## config.mk

```make
export PLATFORM = sky130hd
export DESIGN_NAME = cos_irq_ctrl
export DESIGN_NICKNAME = d
export VERILOG_FILES = /design/src/rtl/cos_irq_pkg.sv /design/src/rtl/cos_irq_sync.sv /design/src/rtl/cos_irq_mode.sv /design/src/rtl/cos_irq_pend.sv /design/src/rtl/cos_irq_ctrl.sv
export SDC_FILE = /design/constraint.sdc
export NUM_CORES = 1
export LEC_CHECK = 0
export CORE_MARGIN = 2
export CORE_UTILIZATION = 49
export CTS_BUF_LIST = sky130_fd_sc_hd__clkbuf_16
export DETAILED_ROUTE_END_ITERATION = 10
export GPL_TIMING_DRIVEN = 0
export PLACE_DENSITY = 0.95
export SLEW_MARGIN = 20
export SYNTH_ARGS = -nofsm -noshare
export SYNTH_HDL_FRONTEND = slang
export SYNTH_SLANG_ARGS = --single-unit
```

## constraint.sdc

```tcl
create_clock -name clk -period 2.34 [get_ports clk]
set_input_delay 0.468 -clock clk [delete_from_list [all_inputs] [get_ports clk]]
set_output_delay 0.468 -clock clk [all_outputs]
set_load 0.02 [all_outputs]
```

## src/rtl/cos_irq_pkg.sv

```systemverilog
package cos_irq_pkg;

    typedef enum logic [1:0] {
        MODE_IDLE,
        MODE_COS,
        MODE_CHAN,
        MODE_BOTH
    } irq_mode_e;

    localparam int NUM_SRC = 3;
    localparam int SRC_COS = 0;
    localparam int SRC_CH0 = 1;
    localparam int SRC_CH1 = 2;

endpackage

```

## src/rtl/cos_irq_sync.sv

```systemverilog
module cos_irq_sync #(
    parameter int NUM_IN      = 8,
    parameter int SYNC_STAGES = 2
) (
    input  logic              clk,
    input  logic              rst_n,
    input  logic [NUM_IN-1:0] din,
    output logic [NUM_IN-1:0] toggle,
    output logic [NUM_IN-1:0] rise
);

    localparam int CNT_W = $clog2(SYNC_STAGES + 2);
    localparam logic [CNT_W-1:0] WARM_LAST = CNT_W'(SYNC_STAGES + 1);

    logic [NUM_IN-1:0] stage_q [SYNC_STAGES];
    logic [NUM_IN-1:0] prev_q;
    logic [CNT_W-1:0]  warm_q;
    logic              armed;

    for (genvar g = 0; g < SYNC_STAGES; g++) begin : g_stage
        if (g == 0) begin : g_first
            always_ff @(posedge clk or negedge rst_n) begin
                if (!rst_n) stage_q[g] <= '0;
                else        stage_q[g] <= din;
            end
        end else begin : g_next
            always_ff @(posedge clk or negedge rst_n) begin
                if (!rst_n) stage_q[g] <= '0;
                else        stage_q[g] <= stage_q[g-1];
            end
        end
    end

    always_ff @(posedge clk or negedge rst_n) begin
        if (!rst_n) begin
            prev_q <= '0;
            warm_q <= '0;
        end else begin
            prev_q <= stage_q[SYNC_STAGES-1];
            if (warm_q != WARM_LAST) warm_q <= warm_q + 1'b1;
        end
    end

    assign armed  = (warm_q == WARM_LAST);
    assign toggle = armed ? (stage_q[SYNC_STAGES-1] ^ prev_q) : '0;
    assign rise   = armed ? (stage_q[SYNC_STAGES-1] & ~prev_q) : '0;

endmodule

```

## src/rtl/cos_irq_mode.sv

```systemverilog
module cos_irq_mode
    import cos_irq_pkg::*;
(
    input  logic clk,
    input  logic rst_n,
    input  logic want_cos,
    input  logic want_chan,
    output logic cos_arm,
    output logic chan_arm
);

    irq_mode_e state_q, state_d;

    always_ff @(posedge clk or negedge rst_n) begin
        if (!rst_n) state_q <= MODE_IDLE;
        else        state_q <= state_d;
    end

    always_comb begin
        unique case ({want_cos, want_chan})
            2'b00:   state_d = MODE_IDLE;
            2'b10:   state_d = MODE_COS;
            2'b01:   state_d = MODE_CHAN;
            default: state_d = MODE_BOTH;
        endcase
    end

    always_comb begin
        unique case (state_q)
            MODE_IDLE: begin cos_arm = 1'b0; chan_arm = 1'b0; end
            MODE_COS:  begin cos_arm = 1'b1; chan_arm = 1'b0; end
            MODE_CHAN: begin cos_arm = 1'b0; chan_arm = 1'b1; end
            MODE_BOTH: begin cos_arm = 1'b0; chan_arm = 1'b1; end
            default:   begin cos_arm = 1'b0; chan_arm = 1'b0; end
        endcase
    end

endmodule

```

## src/rtl/cos_irq_pend.sv

```systemverilog
module cos_irq_pend #(
    parameter int NSRC = 3
) (
    input  logic            clk,
    input  logic            rst_n,
    input  logic [NSRC-1:0] set,
    input  logic [NSRC-1:0] clr,
    output logic [NSRC-1:0] pend
);

    for (genvar i = 0; i < NSRC; i++) begin : g_src
        always_ff @(posedge clk or negedge rst_n) begin
            if (!rst_n)      pend[i] <= 1'b0;
            else if (set[i]) pend[i] <= 1'b1;
            else if (clr[i]) pend[i] <= 1'b0;
        end
    end

endmodule

```

## src/rtl/cos_irq_ctrl.sv

```systemverilog
module cos_irq_ctrl
    import cos_irq_pkg::*;
#(
    parameter int          NUM_IN      = 8,
    parameter int          SYNC_STAGES = 2,
    parameter int          ADDR_W      = 8,
    parameter int          DATA_W      = 16,
    parameter logic [7:0]  CTRL_OFS    = 8'h08,
    parameter logic [7:0]  MASK_OFS    = 8'h0C
) (
    input  logic              clk,
    input  logic              rst_n,
    input  logic [NUM_IN-1:0] din,
    input  logic [ADDR_W-1:0] reg_addr,
    input  logic              reg_wr,
    input  logic [DATA_W-1:0] reg_wdata,
    output logic [DATA_W-1:0] reg_rdata,
    output logic              irq
);

    localparam int CLR_LSB = 0;
    localparam int EN_LSB  = 8;
    localparam logic [ADDR_W-1:0] CTRL_A = ADDR_W'(CTRL_OFS);
    localparam logic [ADDR_W-1:0] MASK_A = ADDR_W'(MASK_OFS);

    logic [NUM_SRC-1:0] en_q;
    logic [NUM_IN-1:0]  mask_q;
    logic [NUM_SRC-1:0] pend;
    logic [NUM_SRC-1:0] set;
    logic [NUM_SRC-1:0] clr;
    logic [NUM_IN-1:0]  toggle;
    logic [NUM_IN-1:0]  rise;
    logic               ctrl_wr;
    logic               mask_wr;
    logic               cos_arm;
    logic               chan_arm;

    assign ctrl_wr = reg_wr && (reg_addr == CTRL_A);
    assign mask_wr = reg_wr && (reg_addr == MASK_A);
    assign clr     = ctrl_wr ? reg_wdata[CLR_LSB +: NUM_SRC] : '0;

    always_ff @(posedge clk or negedge rst_n) begin
        if (!rst_n) begin
            en_q   <= '0;
            mask_q <= '0;
        end else begin
            if (ctrl_wr) en_q   <= reg_wdata[EN_LSB +: NUM_SRC];
            if (mask_wr) mask_q <= reg_wdata[NUM_IN-1:0];
        end
    end

    always_comb begin
        reg_rdata = '0;
        if (reg_addr == CTRL_A) begin
            reg_rdata[EN_LSB +: NUM_SRC]  = en_q;
            reg_rdata[CLR_LSB +: NUM_SRC] = pend;
        end else if (reg_addr == MASK_A) begin
            reg_rdata[NUM_IN-1:0] = mask_q;
        end
    end

    cos_irq_sync #(
        .NUM_IN     (NUM_IN),
        .SYNC_STAGES(SYNC_STAGES)
    ) u_sync (
        .clk   (clk),
        .rst_n (rst_n),
        .din   (din),
        .toggle(toggle),
        .rise  (rise)
    );

    cos_irq_mode u_mode (
        .clk      (clk),
        .rst_n    (rst_n),
        .want_cos (en_q[SRC_COS]),
        .want_chan(en_q[SRC_CH0] | en_q[SRC_CH1]),
        .cos_arm  (cos_arm),
        .chan_arm (chan_arm)
    );

    assign set[SRC_COS] = cos_arm && ((toggle & mask_q) != '0);
    assign set[SRC_CH0] = chan_arm && en_q[SRC_CH0] && rise[0];
    assign set[SRC_CH1] = chan_arm && en_q[SRC_CH1] && rise[1];

    cos_irq_pend #(
        .NSRC(NUM_SRC)
    ) u_pend (
        .clk  (clk),
        .rst_n(rst_n),
        .set  (set),
        .clr  (clr),
        .pend (pend)
    );

    assign irq = |(pend & en_q);

endmodule

```

* Yosys cells after proc, flatten, opt, wreduce, memory -nomap -nowiden
Index checks and enable logic that the tools add are counted.
** Word-level totals
- Register bits after elaboration :: 42
- Latch bits :: 0
- Memory bits (writable) :: 0
- Memory bits (read-only) :: 0
- Input port bits :: 35
- Output and inout bits :: 17
- Memories kept :: 0
** Cells by class
- Add/sub/neg operators :: 1
- Multipliers :: 0
- Divide/modulo/power cells :: 0
- Magnitude comparators :: 0
- Equality and inequality tests :: 9
- Shift operators :: 0
- Mux-type cells :: 16
- Bitwise gates (word level) :: 6
- Reduce and logical (&&, ||, !) cells :: 17
** Operators by type and width (number)
- equality test 8 x 4 -> 1 bit (second input constant) :: 2
- 2-to-1 mux 8 bit :: 2
- 2-to-1 mux 3 bit :: 3
- bitwise AND 8 bit :: 1
- equality test 2 bit (second input constant) :: 4
- nonzero test 8 bit :: 1
- bitwise XOR 8 bit :: 1
- logical AND 1 bit :: 7
- 2-to-1 mux 1 bit :: 6
- case mux 2 bit (3 select lines) :: 1
- nonzero test 2 bit :: 3
- OR reduction 3 bit :: 2
- 2-to-1 mux 5 bit :: 1
- equality test 2 x 1 -> 1 bit (second input constant) :: 2
- zero test 2 bit :: 2
- case mux 1 bit (2 select lines) :: 2
- OR reduction 2 bit :: 2
- bitwise AND 3 bit :: 1
- adder 2 x 1 -> 2 bit (second input constant) :: 1
- bitwise AND 2 bit :: 1
- 2-to-1 mux 2 bit :: 1
- != test 2 bit (second input constant) :: 1
- inverter 2 bit :: 1
- bitwise OR 1 bit :: 1

* Logic depth before layout (Yosys ltp)
- Depth in word-level cells :: 6
- Gate-level depth with buffers :: 6

* Cells and area by module
A second synthesis with hierarchy kept.
** Second synthesis, totals
- Cells, all modules :: 142
- Area, all modules :: 1821.7 µm²
** Modules (own cells, without submodules)
- cos_irq_sync :: instances 1, cells an instance 63, area an instance 935.9 µm², sequential area each 650.6 µm²
- cos_irq_ctrl :: instances 1, cells an instance 64, area an instance 709.4 µm², sequential area each 275.3 µm²
- cos_irq_pend :: instances 1, cells an instance 9, area an instance 108.9 µm², sequential area each 75.1 µm²
- cos_irq_mode :: instances 1, cells an instance 6, area an instance 67.6 µm², sequential area each 50.0 µm²

* Worst setup path after synthesis
Ideal clock, no wire load.
- Path kind :: input to output
- Start :: input reg_addr[5]
- End :: output reg_rdata[10]
- Data arrival time :: 1313 ps
- Data required time :: 1872 ps
- Setup slack :: 559 ps
- Stages on the path :: 4
- Buffers on the path :: 1
- Cells stage by stage :: nor4_2 -> and4b_1 -> buf_4 -> and2_1
** On the way
- Longest elaborated chain between the ends :: 2
** Ends and longest elaborated chain
- from (decl) :: line cos_irq_ctrl.sv:14 : input logic [ADDR_W-1:0] reg_addr,
- equality test 8 x 4 -> 1 bit :: line cos_irq_ctrl.sv:54 : if (reg_addr == CTRL_A) begin
- 2-to-1 mux 3 bit :: line cos_irq_ctrl.sv:54
- to (decl) :: line cos_irq_ctrl.sv:17 : output logic [DATA_W-1:0] reg_rdata,
No other way between the ends.

* Worst setup path in the final report
- Start :: input reg_addr[6]
- End :: output reg_rdata[5]
** On the way
- Longest elaborated chain between the ends :: 3
- Elaborated cells between the ends (all ways) :: 4
- Those cells by class :: 2 x eq/ne; 2 x mux
** Ends and longest elaborated chain
- equality test 8 x 4 -> 1 bit :: line cos_irq_ctrl.sv:57 : end else if (reg_addr == MASK_A) begin
- 2-to-1 mux 8 bit :: line cos_irq_ctrl.sv:57
- 2-to-1 mux 5 bit (*) :: line cos_irq_ctrl.sv:54
Every way passes the cells marked *; elsewhere a longest branch is shown, timed or not.

==> impl_metrics.toml <==
[synthesis]
ys.warnings.count = 0
synth.yosys.seq_area_share_pct = 63.0
synthArstFlopShare_pct = 100
syn_avg_cell_area_um2 = 15.2
yosysMostFrequentCell = "dfrtp_1"
yosysTopAreaCellShare_pct = 63.0
synthTopCellsByCount = "dfrtp_1, mux2_4, buf_4, xor2_1"
syn_inst = 110
synth-seq-cells = 42
netlist-cell-type-count = 27
syn_area_um2 = 1670
netlist_top_cells_area = "dfrtp_1, mux2_4, xor2_1, buf_4, and2_2"
synth_flop_cell = "dfrtp_1"
synth_edf_count = 0
synth_top_area_cell = "dfrtp_1"

[worst_setup_path]
cp_cell_sequence = "clkdlybuf4s50_1 > nor4_2 > and4_1 > buf_2 > and2_2 > buf_6"
worst_setup_path_start_kind = "input pin"
path_class = "input pin to output pin"
cp_slowest_stage_delay_ns = 0.41
crit_path_top_delay_cell = "clkdlybuf4s50_1"
arrival_ns = 1.80
cp-end-kind = "output pin"
cp_max_fo = 4
cp.required_ns = 1.87

[cts]
cts_tree = "yes"
clk_pin_slew_ns = 0.06
h-tree-depth = 2
cts_made_buffers = 5
cts_buffer_depth = 2
cts_sinks = 42
clk_latency_ns = 0.28
root_buffer = "clkbuf_16"

[floorplan]
fp.dieH_um = 62.3
rows = 21
core_um2 = 3310
initial_utilization_pct = 50.4
dieArea_um2 = 3890
pin_count = 52
dieWidth_um = 62.3

[placed_design]
place_congestion = 0.792
hpwl_um = 2440
port-buffer-count = 41

[sta]
setup_violations = 0
layout_min_cycle_time_ns = 2.27
finalSetupTns_ns = 0
finalHoldViolCount = 0
drv_slew = 0
whs_ns = 0.0906
fin_worst_skew_ns = 0.00414
period_share_pct = 96.8
max_freq_mhz = 441

[grt]
grt_max_degree = 29
grt_pass1_vias = 1125
grt_pass1_wl_um = 5640
grt_overflow = 0
antenna_found_initial = 0
grt_usage_pct = 20.1

[detailed_routing]
drt_iter0_drc = 55
drt_wl_total_um = 3570
viasPerCell = 5.02
num_vias = 1074
drt.antenna.violating_nets = 0
wl_per_cell_um = 16.7
dr.pass1.iters = 5
drc = 0

[finish]
diodes = 0
syn2layout_area_growth_pct = 39.9
n_fill_cell = 234
drive_gt1_share_pct = 33.3
fin_nets = 206

[power_and_ir_drop]
p_leak_nw = 1.16
peakVddDrop_mv = 0.513
p_per_area_nw_per_um2 = 672

[hold_path]
hold_class = "input pin to async pin"

[run]
maxCapViolCount = 0

[outcome]
outcome = "finished clean"
routing by layer:
| layer | global-route usage (%) | vias to the layer above | part of all wire, % |
|---|---|---|---|
| met1 | 21.8 | 513 | 34 |
| met4 | 10.6 | 0 | 2.8 |
| met5 | 0 | - | 0 |
| met2 | 33.6 | 65 | 54 |
| met3 | 8.51 | 12 | 9.3 |
| li1 | - | 484 | - |
path summary, 6_finish.rpt:
path | slack, ns | endpoint | startpoint | cells past startpoint
max | 0.07 | reg_rdata[5] | reg_addr[6] | 6
min | 0.09 | en_q[2] | rst_n | 1
max reg2reg | 0.74 | u_pend.pend[0] | u_sync.stage_q[0] | 5
min reg2reg | 0.35 | u_sync.stage_q[3] | u_sync.stage_q[11] | 0
max in group asynchronous | 1.80 | u_sync.prev_q[3] | rst_n | 2
min in group clk | 0.35 | u_sync.stage_q[3] | u_sync.stage_q[11] | 0
worst max-delay path, delay by kind of cell:
family                 cells  cell delay [ns]
AND/OR/NAND/NOR            3             0.66
buffers and inverters      3             0.68
through the flow:
stage | util [%] | instances | total power [mW] | instance area (um^2) | setup slack [ns]
after floorplan | - | 114 | 0.847 | 1680 | 0.559
after global placement | 65.0 | 201 | 0.922 | 2150 | -0.409
after detailed placement | 65.4 | 202 | 0.937 | 2170 | -0.461
after CTS | 68.3 | 210 | 1.59 | 2260 | 0.00113
after global routing | 70.5 | 214 | 1.63 | 2330 | -0.0567
final | 70.5 | 214 | 1.57 | 2330 | 0.0740
layout make-up:
class / instances / area [um^2] / area share (%)
inverter: 5 / 18.8 / 0.804
timing repair buffer: 47 / 449 / 19.2
clock buffer: 5 / 125 / 5.36
multi-input combinational: 59 / 553 / 23.7
sequential: 42 / 1050 / 45.0
buffer: 8 / 63.8 / 2.73
tap: 46 / 57.6 / 2.47
clock inverter: 2 / 15.0 / 0.643
repair_timing:
item | in CTS | in global routing
gates resized for setup | 45 | 16
pin swaps | 3 | 3
gates cloned | 0 | 1
buffers inserted | 1 | 3
setup endpoints to repair | 11 | 11
hold buffers | 0 | 0
placed cells by master (no fill, tap or decap), types with 2 or more instances in the layout:
master,netlist,routed
dfrtp_1,42,42
clkdlybuf4s50_1,0,26
buf_4,6,16
mux2_4,11,11
xor2_1,6,6
buf_6,1,5
and2_2,5,5
inv_1,5,5
conb_1,1,5
clkbuf_16,0,5
and2_1,4,4
nand3_1,4,4
a22o_2,3,3
a222oi_1,3,3
ha_1,3,3
buf_2,0,3
dlymetal6s2s_1,0,3
nor2_1,2,2
a32o_1,2,2
clkinvlp_4,0,2
cell families after synthesis:
kind of cell	after synthesis	synth area share, %
XOR/XNOR	7	3.68
AND/OR/NAND/NOR	22	9.75
flip-flops	42	63.0
other	1	0.225
multiplexers	12	10.6
adder cells (fa/ha/maj)	3	2.25
AO/OA/AOI/OAI	10	5.78
buffers and inverters	13	4.73
registers in the layout (all words and copies together) (netlist names):
signal,flops
u_sync.stage_q,16
mask_q,8
u_sync.warm_q,2
u_sync.prev_q,8
en_q,3
u_mode.state_q,2
u_pend.pend,3
power breakdown:
group / internal (mW) / leakage, nW / switching, mW / total, mW
logic: 0.0807 / 0.584 / 0.0549 / 0.136
clock network: 0.388 / 0.0619 / 0.254 / 0.641
registers: 0.765 / 0.518 / 0.0266 / 0.791
No activity file was read; power rests on OpenSTA's default activity.
